===== config.mk =====
export PLATFORM = sky130hd
export DESIGN_NAME = irq_dist_scanner
export DESIGN_NICKNAME = d
export VERILOG_FILES = /design/src/rtl/irq_dist_pkg.sv /design/src/rtl/irq_cfg_regs.sv /design/src/rtl/irq_pend_track.sv /design/src/rtl/irq_prio_scan.sv /design/src/rtl/irq_dist_scanner.sv
export SDC_FILE = /design/constraint.sdc
export NUM_CORES = 1
export LEC_CHECK = 0
export ABC_AREA = 1
export BUFFER_PORTS_ARGS = -buffer_cell sky130_fd_sc_hd__buf_4
export CORE_UTILIZATION = 61
export DETAILED_ROUTE_END_ITERATION = 7
export PLACE_DENSITY = 0.76
export SLEW_MARGIN = 25
export SYNTH_ARGS = -nofsm -noshare
export SYNTH_HDL_FRONTEND = slang
export SYNTH_SLANG_ARGS = --single-unit

===== constraint.sdc =====
create_clock -name clk -period 8.5 [get_ports clk]
set_clock_uncertainty 0.15 [all_clocks]
set_input_delay 1.7 -clock clk [delete_from_list [all_inputs] [get_ports clk]]
set_output_delay 1.7 -clock clk [all_outputs]
set_load 0.01 [all_outputs]

===== src/rtl/irq_dist_pkg.sv =====
package irq_dist_pkg;
  localparam int ID_W   = 10;
  localparam int PRIO_W = 8;
  localparam logic [ID_W-1:0]   SPURIOUS_ID = 10'd1023;
  localparam logic [PRIO_W-1:0] IDLE_PRIO   = '1;

  typedef enum logic [1:0] {
    FLD_ENABLE  = 2'd0,
    FLD_PRIO    = 2'd1,
    FLD_TRIGGER = 2'd2,
    FLD_FORWARD = 2'd3
  } cfg_field_e;
endpackage


===== src/rtl/irq_cfg_regs.sv =====
module irq_cfg_regs
  import irq_dist_pkg::*;
#(
  parameter int NUM_IRQ = 32
) (
  input  logic                      clk,
  input  logic                      rst_n,
  input  logic                      cfg_we,
  input  logic [1:0]                cfg_field,
  input  logic [ID_W-1:0]           cfg_id,
  input  logic [PRIO_W-1:0]         cfg_wdata,
  output logic [NUM_IRQ-1:0]        enable_o,
  output logic [NUM_IRQ-1:0]        edge_mode_o,
  output logic [NUM_IRQ*PRIO_W-1:0] prio_flat_o,
  output logic                      fwd_en_o
);
  logic id_ok;
  assign id_ok = (cfg_id < ID_W'(NUM_IRQ));

  for (genvar i = 0; i < NUM_IRQ; i++) begin : g_line
    logic hit;
    assign hit = cfg_we && id_ok && (cfg_id == ID_W'(i));
    always_ff @(posedge clk) begin
      if (!rst_n) begin
        enable_o[i]                       <= 1'b0;
        edge_mode_o[i]                    <= 1'b0;
        prio_flat_o[i*PRIO_W +: PRIO_W]   <= IDLE_PRIO;
      end else if (hit) begin
        case (cfg_field_e'(cfg_field))
          FLD_ENABLE:  enable_o[i]                     <= cfg_wdata[0];
          FLD_PRIO:    prio_flat_o[i*PRIO_W +: PRIO_W] <= cfg_wdata;
          FLD_TRIGGER: edge_mode_o[i]                  <= cfg_wdata[0];
          default: ;
        endcase
      end
    end
  end

  always_ff @(posedge clk) begin
    if (!rst_n)
      fwd_en_o <= 1'b0;
    else if (cfg_we && cfg_field_e'(cfg_field) == FLD_FORWARD)
      fwd_en_o <= cfg_wdata[0];
  end
endmodule


===== src/rtl/irq_pend_track.sv =====
module irq_pend_track
  import irq_dist_pkg::*;
#(
  parameter int NUM_IRQ = 32
) (
  input  logic               clk,
  input  logic               rst_n,
  input  logic [NUM_IRQ-1:0] irq_in,
  input  logic [NUM_IRQ-1:0] enable_i,
  input  logic [NUM_IRQ-1:0] edge_mode_i,
  input  logic               ack_valid,
  input  logic [ID_W-1:0]    ack_id,
  input  logic               done_valid,
  input  logic [ID_W-1:0]    done_id,
  output logic [NUM_IRQ-1:0] eligible_o
);
  logic [NUM_IRQ-1:0] prev_q, edge_pend_q, active_q, rise, pending;

  assign rise = irq_in & ~prev_q;

  for (genvar i = 0; i < NUM_IRQ; i++) begin : g_line
    logic ack_hit, done_hit;
    assign ack_hit  = ack_valid  && (ack_id  == ID_W'(i));
    assign done_hit = done_valid && (done_id == ID_W'(i));

    always_ff @(posedge clk) begin
      if (!rst_n) begin
        prev_q[i]      <= 1'b0;
        edge_pend_q[i] <= 1'b0;
        active_q[i]    <= 1'b0;
      end else begin
        prev_q[i]      <= irq_in[i];
        edge_pend_q[i] <= rise[i] | (edge_pend_q[i] & ~ack_hit);
        active_q[i]    <= ack_hit | (active_q[i] & ~done_hit);
      end
    end

    assign pending[i] = edge_mode_i[i] ? edge_pend_q[i] : irq_in[i];

    // an acknowledge without a fresh rising edge consumes the latch
    AST_EDGE_ACK_CLEARS: assert property (@(posedge clk) disable iff (!rst_n)
      (ack_hit && !rise[i]) |=> !edge_pend_q[i]);

    // completion without a same-cycle acknowledge leaves the line idle
    AST_DONE_CLEARS_ACTIVE: assert property (@(posedge clk) disable iff (!rst_n)
      (done_hit && !ack_hit) |=> !active_q[i]);
  end

  assign eligible_o = pending & enable_i & ~active_q;
endmodule


===== src/rtl/irq_prio_scan.sv =====
module irq_prio_scan
  import irq_dist_pkg::*;
#(
  parameter int NUM_IRQ = 32
) (
  input  logic                      clk,
  input  logic                      rst_n,
  input  logic [NUM_IRQ-1:0]        eligible_i,
  input  logic [NUM_IRQ*PRIO_W-1:0] prio_flat_i,
  output logic [ID_W-1:0]           res_id_o,
  output logic [PRIO_W-1:0]         res_prio_o
);
  localparam int IDX_W = $clog2(NUM_IRQ + 1);
  localparam logic [IDX_W-1:0] LAST_IDX = IDX_W'(NUM_IRQ);

  logic [IDX_W-1:0]            idx_q;
  logic [ID_W-1:0]             cand_id_q;
  logic [PRIO_W-1:0]           cand_prio_q;
  logic [NUM_IRQ:0]            elig_ext;
  logic [(NUM_IRQ+1)*PRIO_W-1:0] prio_ext;
  logic                        pass_end, take;
  logic [PRIO_W-1:0]           cur_prio;

  assign elig_ext = {1'b0, eligible_i};
  assign prio_ext = {IDLE_PRIO, prio_flat_i};
  assign pass_end = (idx_q == LAST_IDX);
  assign cur_prio = prio_ext[idx_q*PRIO_W +: PRIO_W];
  assign take     = !pass_end && elig_ext[idx_q] && (cur_prio < cand_prio_q);

  always_ff @(posedge clk) begin
    if (!rst_n) begin
      idx_q       <= '0;
      cand_id_q   <= SPURIOUS_ID;
      cand_prio_q <= IDLE_PRIO;
      res_id_o    <= SPURIOUS_ID;
      res_prio_o  <= IDLE_PRIO;
    end else if (pass_end) begin
      res_id_o    <= cand_id_q;
      res_prio_o  <= cand_prio_q;
      idx_q       <= '0;
      cand_id_q   <= SPURIOUS_ID;
      cand_prio_q <= IDLE_PRIO;
    end else begin
      if (take) begin
        cand_id_q   <= ID_W'(idx_q);
        cand_prio_q <= cur_prio;
      end
      idx_q <= idx_q + 1'b1;
    end
  end

  AST_IDX_IN_RANGE: assert property (@(posedge clk) disable iff (!rst_n)
    idx_q <= LAST_IDX);

  AST_RESULT_HELD: assert property (@(posedge clk) disable iff (!rst_n)
    !pass_end |=> ($stable(res_id_o) && $stable(res_prio_o)));

  AST_CAND_NEVER_WORSE: assert property (@(posedge clk) disable iff (!rst_n)
    !pass_end |=> cand_prio_q <= $past(cand_prio_q));
endmodule


===== src/rtl/irq_dist_scanner.sv =====
module irq_dist_scanner
  import irq_dist_pkg::*;
#(
  parameter int NUM_IRQ = 32
) (
  input  logic               clk,
  input  logic               rst_n,
  input  logic [NUM_IRQ-1:0] irq_in,
  input  logic               cfg_we,
  input  logic [1:0]         cfg_field,
  input  logic [ID_W-1:0]    cfg_id,
  input  logic [PRIO_W-1:0]  cfg_wdata,
  input  logic               ack_valid,
  input  logic [ID_W-1:0]    ack_id,
  input  logic               done_valid,
  input  logic [ID_W-1:0]    done_id,
  output logic               hp_valid,
  output logic [ID_W-1:0]    hp_id,
  output logic [PRIO_W-1:0]  hp_prio
);
  logic [NUM_IRQ-1:0]        enable, edge_mode, eligible;
  logic [NUM_IRQ*PRIO_W-1:0] prio_flat;
  logic                      fwd_en;
  logic [ID_W-1:0]           res_id;
  logic [PRIO_W-1:0]         res_prio;

  irq_cfg_regs #(.NUM_IRQ(NUM_IRQ)) u_cfg (
    .clk(clk), .rst_n(rst_n), .cfg_we(cfg_we), .cfg_field(cfg_field),
    .cfg_id(cfg_id), .cfg_wdata(cfg_wdata), .enable_o(enable),
    .edge_mode_o(edge_mode), .prio_flat_o(prio_flat), .fwd_en_o(fwd_en)
  );

  irq_pend_track #(.NUM_IRQ(NUM_IRQ)) u_pend (
    .clk(clk), .rst_n(rst_n), .irq_in(irq_in), .enable_i(enable),
    .edge_mode_i(edge_mode), .ack_valid(ack_valid), .ack_id(ack_id),
    .done_valid(done_valid), .done_id(done_id), .eligible_o(eligible)
  );

  irq_prio_scan #(.NUM_IRQ(NUM_IRQ)) u_scan (
    .clk(clk), .rst_n(rst_n), .eligible_i(eligible), .prio_flat_i(prio_flat),
    .res_id_o(res_id), .res_prio_o(res_prio)
  );

  assign hp_valid = fwd_en && (res_id != SPURIOUS_ID);
  assign hp_id    = hp_valid ? res_id : SPURIOUS_ID;
  assign hp_prio  = hp_valid ? res_prio : IDLE_PRIO;

  AST_VALID_ID_RANGE: assert property (@(posedge clk) disable iff (!rst_n)
    hp_valid |-> (hp_id < ID_W'(NUM_IRQ)));

  AST_VALID_PRIO_REAL: assert property (@(posedge clk) disable iff (!rst_n)
    hp_valid |-> (hp_prio != IDLE_PRIO));
endmodule


Word level (Yosys, flattened, before mapping)
Index checks and enable logic that the tools add are counted.

Output and inout port bits: 19. Register bits after elaboration: 459.

Equal/unequal tests: 98. $lt $le $gt $ge: 3. Add/sub/neg operators: 1. Bitwise logic cells: 198. Reductions and logical operators: 203. Mux-type cells: 36. Shift-type cells: 1.

Operator list (count): $eq 10x5->1 const B (48); $shiftx 264x10->8 (1); $eq 10x4->1 const B (24); $reduce_and 2->1 (96); $eq 10x3->1 const B (12); $logic_and 1x1->1 (101); $and 32x32->32 (3); $not 1->1 (65); $and 1x1->1 (64); $not 32->32 (2); $or 1x1->1 (64); $eq 10x2->1 const B (6); $mux 1 (33); $eq 10x1->1 const B (3); $logic_not 10->1 (3); $lt 10x6->1 const B (1); $mux 10 (1); $ne 10x10->1 const B (1); $lt 8x8->1 (1); $mux 8 (1); $lt 6x7->1 const B (1); $add 6x1->6 const B (1); $bmux 1 s6 (1); $eq 6x6->1 const B (1); other kinds (5) (6).

Depth between registers and ports, before layout
Word-level depth: 7. Gate-level depth with buffers: 21.

Cells and area by module
Synthesis repeated with hierarchy kept, for this count alone.

Cell total of the unflattened synthesis: 3156. Area, all modules: 22615.4 sq um.

By module, submodules not included: irq_cfg_regs (times used 1, cells an instance 1835, seq. area each 6426.2 sq um, area each 13997.2 sq um); irq_pend_track (times used 1, cells an instance 526, seq. area each 1921.8 sq um, area each 4199.0 sq um); irq_prio_scan (times used 1, cells an instance 745, seq. area each 720.7 sq um, area each 4127.7 sq um); irq_dist_scanner (times used 1, cells an instance 50, seq. area each 0.0 sq um, area each 291.5 sq um).

Worst setup path before layout
OpenSTA, ideal clock, no wires.

Kind: in2reg. Start point: input cfg_id[6]. End point: register u_cfg.prio_flat_o[37]. Library setup time: 138 ps. Slack: 5154 ps. Arrival: 3058 ps. Stages on the path: 12. Path through: nor2_1 inv_1 nor2_1 inv_1 nor2_4 inv_2 buf_2 nor3_1 nand3_1 buf_2 nand2_1 o211ai_1.

Longest elaborated chain between the ends: 4. Elaborated cells between the ends (all ways): 5. Classes of those cells: order compare: 1; eq/ne: 1; reduce/logical: 3.

Ends and longest elaborated chain: start: declaration (line irq_dist_scanner.sv:11) `input logic [ID_W-1:0] cfg_id,`; $lt 10x6->1 (line irq_cfg_regs.sv:18) `assign id_ok = (cfg_id < ID_W'(NUM_IRQ));`; $logic_and 1x1->1 (line irq_cfg_regs.sv:22) `assign hit = cfg_we && id_ok && (cfg_id == ID_W'(i));`; $logic_and 1x1->1 (*) (line irq_cfg_regs.sv:22); $reduce_and 2->1 (no line) (*); end signal: indexed assignment (line irq_cfg_regs.sv:31) `FLD_PRIO: prio_flat_o[i*PRIO_W +: PRIO_W] <= cfg_wdata;`; end: declaration (line irq_cfg_regs.sv:14) `output logic [NUM_IRQ*PRIO_W-1:0] prio_flat_o,`.

Mark *: on every way between the ends. The rest lies on a longest branch, timed or not. A chain may end at the register's enable or synchronous reset.

Final worst setup path
Start point: register u_scan.idx_q[0]. End point: register u_scan.cand_prio_q[5].

Elaborated cells between the ends (all ways): 9. Classes of those cells: order compare: 1; eq/ne: 1; shift: 1; mux: 2; reduce/logical: 4.

RTL lines: start: declaration (line irq_prio_scan.sv:16) `logic [IDX_W-1:0] idx_q;`; start signal: assignment (line irq_prio_scan.sv:48) `idx_q <= idx_q + 1'b1;`; $shiftx 264x10->8 (line irq_prio_scan.sv:27) `assign cur_prio = prio_ext[idx_q*PRIO_W +: PRIO_W];`; named net u_scan.cur_prio[7] (line irq_prio_scan.sv:22) `logic [PRIO_W-1:0] cur_prio;`; $lt 8x8->1 (line irq_prio_scan.sv:28) `assign take = !pass_end && elig_ext[idx_q] && (cur_prio < cand_prio_q);`; $logic_and 1x1->1 (line irq_prio_scan.sv:28); end signal: assignment (line irq_prio_scan.sv:46) `cand_prio_q <= cur_prio;`; end: declaration (line irq_prio_scan.sv:18) `logic [PRIO_W-1:0] cand_prio_q;`.

The timed path passes the listed nets, and every way through them passes these cells. The select of a mux whose other input is x is not followed.

==> impl_metrics.json <==
{
  "worstPathCellList": "inv_2 -> buf_4 -> o21ai_0 -> o21ai_0 -> nand2_1 -> nand4_1 -> o211ai_1 -> nand2_1 -> ha_1 -> nand2_1 -> nor2_1 -> a2111oi_0 -> nand2_1 -> nor2_4 -> nand2_4 -> nand2_1 -> nand3_1",
  "die_y_um": 180.6,
  "p_per_area_mw_per_mm2": 225.0,
  "clk_path_buf_depth": 3,
  "synth.ff_latch_count": 453,
  "synthArstFlopShare_pct": 0,
  "path_clk_slew_ns": 0.06,
  "use_met3_pct": 5.982,
  "globalRoute.busiestLayer": "met2",
  "fin_total_pwr_mw": 4.875,
  "ctsRootBufferMaster": "sky130_fd_sc_hd__clkbuf_16",
  "die_x_extent_um": 180.6,
  "h-tree-depth": 2,
  "final_layout_size_suffix_gt1_share_pct": 9.500,
  "initial_standard_cell_utilization_of_the_core_pct": 61.83,
  "io_buffer_count": 95,
  "placement_rows": 65,
  "grt_pass1_wl_mm": 92.85,
  "finalCriticalPeriod_ns": 5.110,
  "maxSlewHeadroom_pct": 28.90,
  "grt.met2_usage_pct": 57.46,
  "antenna_found_initial": 0,
  "detailedPlacementHpwl_mm": 36.57,
  "grt_start_max_net_pins": 212,
  "outcome": "finished clean",
  "crit_fanout": 62,
  "grt_util_all_layers_pct": 35.39,
  "remaining_drc_errors": 0,
  "yosysTopAreaCellShare_pct": 46.60,
  "syn-cell-area_mm2": 0.01946,
  "detailed_route_wire_length_mm": 58.67,
  "io-pin-count": 96,
  "post_synth_most_frequent_cells": "sky130_fd_sc_hd__nand2_1, sky130_fd_sc_hd__dfxtp_1, sky130_fd_sc_hd__o211ai_1, sky130_fd_sc_hd__o21ai_0, sky130_fd_sc_hd__nor2_1",
  "dpl_worst_slack_ns": 3.657,
  "arrival_worst_endpoint_ns": 5.37,
  "hold_viol": 0,
  "critPathMostFrequentCell": "sky130_fd_sc_hd__nand2_1",
  "cts_hold_buffers": 0,
  "critical_path.max_stage_delay_ns": 0.90,
  "timing.critical_path.slowest_stage_cell": "sky130_fd_sc_hd__dfxtp_4",
  "cts_inserted_buffers": 47,
  "critical_path_buf_inv_count": 2,
  "syn_avg_cell_area_um2": 7.635,
  "peakVddDrop_uv": 184.4,
  "num_vias": 18410,
  "tightestPinTransition_ns": 1.066,
  "grt_setup_unrepaired": "no",
  "cts_resized": 0,
  "core_area_mm2": 0.03147,
  "dr.pass1.iters": 6,
  "grt_overflow": 0,
  "min_period_over_period_pct": 60.12,
  "critical_path_required_ns": 8.76,
  "fill_cells": 2628,
  "setup.worst_path.class": "flip-flop to flip-flop",
  "syn-num-nets": 2635,
  "final_design_area_no_fill_mm2": 0.02167,
  "cap_violations": 0,
  "number_of_inserted_diodes": 0,
  "detailedRoute.firstIterationViolations": 1845,
  "critical_path.top_delay_family": "simple AND/OR/NAND/NOR gates",
  "wire_length_per_cell_after_detailed_routing_um": 19.82,
  "worstSkewPairLatency_ns": 0.56,
  "drtAntennaViolNets": 0,
  "timing.final.ws_setup_ns": 3.390,
  "syn_inst": 2549,
  "design.final.nets": 2605,
  "synth_ff_type": "sky130_fd_sc_hd__dfxtp_1",
  "power_leakage_nw": 9.860,
  "gp_routability_congestion": 0.9284,
  "synth_edf_count": 0,
  "area.growth.synth_to_final_pct": 11.33,
  "yosysWarnings": 0,
  "clock-sinks": 453,
  "postCtsSetupRepairBufs": 0,
  "proportion_of_synthesized_chip_area_in_sequential_cells_pct": 46.60,
  "use_met1_pct": 45.70,
  "die-area_mm2": 0.03262,
  "critPathLaunchType": "flip-flop",
  "synth_cell_types": 44,
  "dpl_cell_area_mm2": 0.01999,
  "most_instantiated_library_cell_after_synthesis": "sky130_fd_sc_hd__nand2_1",
  "report.final.setup_viol": 0,
  "tritoncts": "yes",
  "maxClockFrequency_mhz": 195.7,
  "first_global_vias": 17460,
  "timing_max_transition_violations_final": 0,
  "holdCritPathClass": "flip-flop to flip-flop",
  "post_drt_via_cell_ratio": 6.219,
  "synth_area_leaders": "sky130_fd_sc_hd__dfxtp_1, sky130_fd_sc_hd__nand2_1, sky130_fd_sc_hd__o211ai_1, sky130_fd_sc_hd__o21ai_0, sky130_fd_sc_hd__nor2_1",
  "timing.critical_path.to_type": "flip-flop",
  "setup-tns-final_ns": 0,
  "synth_largest_area_cell": "sky130_fd_sc_hd__dfxtp_1"
}
[path summary, 6_finish.rpt]
check | slack [ns] | start | end | cells after the start
worst min register to register | 0.26 | u_pend.prev_q[26] | u_pend.edge_pend_q[26] | 1
worst min-delay path | 0.26 | u_pend.prev_q[26] | u_pend.edge_pend_q[26] | 1
worst max register to register | 3.39 | u_scan.idx_q[0] | u_scan.cand_prio_q[5] | 17
worst max-delay path | 3.39 | u_scan.idx_q[0] | u_scan.cand_prio_q[5] | 17
[worst reg2reg max path, delay by kind of cell (launching register included)]
kind                     cells  cell delay (ns)
AO/OA/AOI/OAI                4             1.04
adder cells (fa/ha/maj)      1             0.33
buffers and inverters        2             1.13
flip-flops                   1             0.90
AND/OR/NAND/NOR             10             1.42
[logic make-up after synthesis]
| logic type | synth area share (%) |
|---|---|
| DFF | 46.60 |
| xor gates and xnor gates | 0.09003 |
| buffers and inverters | 7.458 |
| adders and majority gates | 0.5786 |
| and+or+nand+nor | 21.46 |
| muxes | 0.4629 |
| AOI/OAI and AO/OA | 23.35 |
[routing by layer]
layer / vias to the layer above / share of wire (%)
met5: - / 0
li1: 8712 / -
met3: 179 / 9.0
met2: 922 / 45
met1: 8596 / 42
met4: 0 / 4.8
[sequential cells by signal, indices dropped and copies added, names as in the netlist]
| name | flops |
|---|---|
| u_pend.prev_q | 32 |
| u_scan.res_id_o | 7 |
| u_cfg.prio_flat_o | 256 |
| u_cfg.edge_mode_o | 32 |
| u_scan.idx_q | 6 |
| u_cfg.fwd_en_o | 1 |
| u_pend.edge_pend_q | 32 |
| u_cfg.enable_o | 32 |
| u_scan.res_prio_o | 8 |
| u_pend.active_q | 32 |
| u_scan.cand_id_q | 7 |
| u_scan.cand_prio_q | 8 |
[cell type report]
| cell class | instances | area (um^2) | share of cell area, % |
|---|---|---|---|
| Sequential cell | 453 | 9072 | 41.87 |
| Multi-Input combinational cell | 1748 | 8961 | 41.36 |
| Clock buffer | 65 | 1364 | 6.294 |
| Timing Repair Buffer | 116 | 890.9 | 4.112 |
| Inverter | 153 | 574.3 | 2.651 |
| Tap cell | 402 | 503.0 | 2.321 |
| Clock inverter | 23 | 301.5 | 1.392 |
[power by group]
group	switching [mW]	total (mW)	internal [mW]
clock	0.876	2.19	1.31
combinational	0.342	0.484	0.142
sequential	0.0339	2.20	2.17
[cells in the final DEF (no fill, tap or decap), types with 18 or more instances in the layout]
| master | count |
|---|---|
| sky130_fd_sc_hd__nand3_1 | 142 |
| sky130_fd_sc_hd__nand2_1 | 548 |
| sky130_fd_sc_hd__buf_4 | 114 |
| sky130_fd_sc_hd__a21oi_1 | 114 |
| sky130_fd_sc_hd__dfxtp_1 | 452 |
| sky130_fd_sc_hd__clkbuf_16 | 47 |
| sky130_fd_sc_hd__nand4_1 | 18 |
| sky130_fd_sc_hd__a22oi_1 | 47 |
| sky130_fd_sc_hd__nor2_1 | 206 |
| sky130_fd_sc_hd__o21ai_0 | 260 |
| sky130_fd_sc_hd__nor3_1 | 38 |
| sky130_fd_sc_hd__o211ai_1 | 261 |
| sky130_fd_sc_hd__inv_1 | 139 |
[stage by stage]
stage,util [%],std cells,hold WS (ns)
3_5_place_dp,63.53,2872,0.2632
2_1_floorplan,-,2549,0.2489
6_report,68.84,2960,0.2582
4_1_cts,68.82,2960,0.2611
5_1_grt,68.84,2960,0.2726
3_3_place_gp,63.51,2872,0.2499
Power figures use the tool's default switching activity.
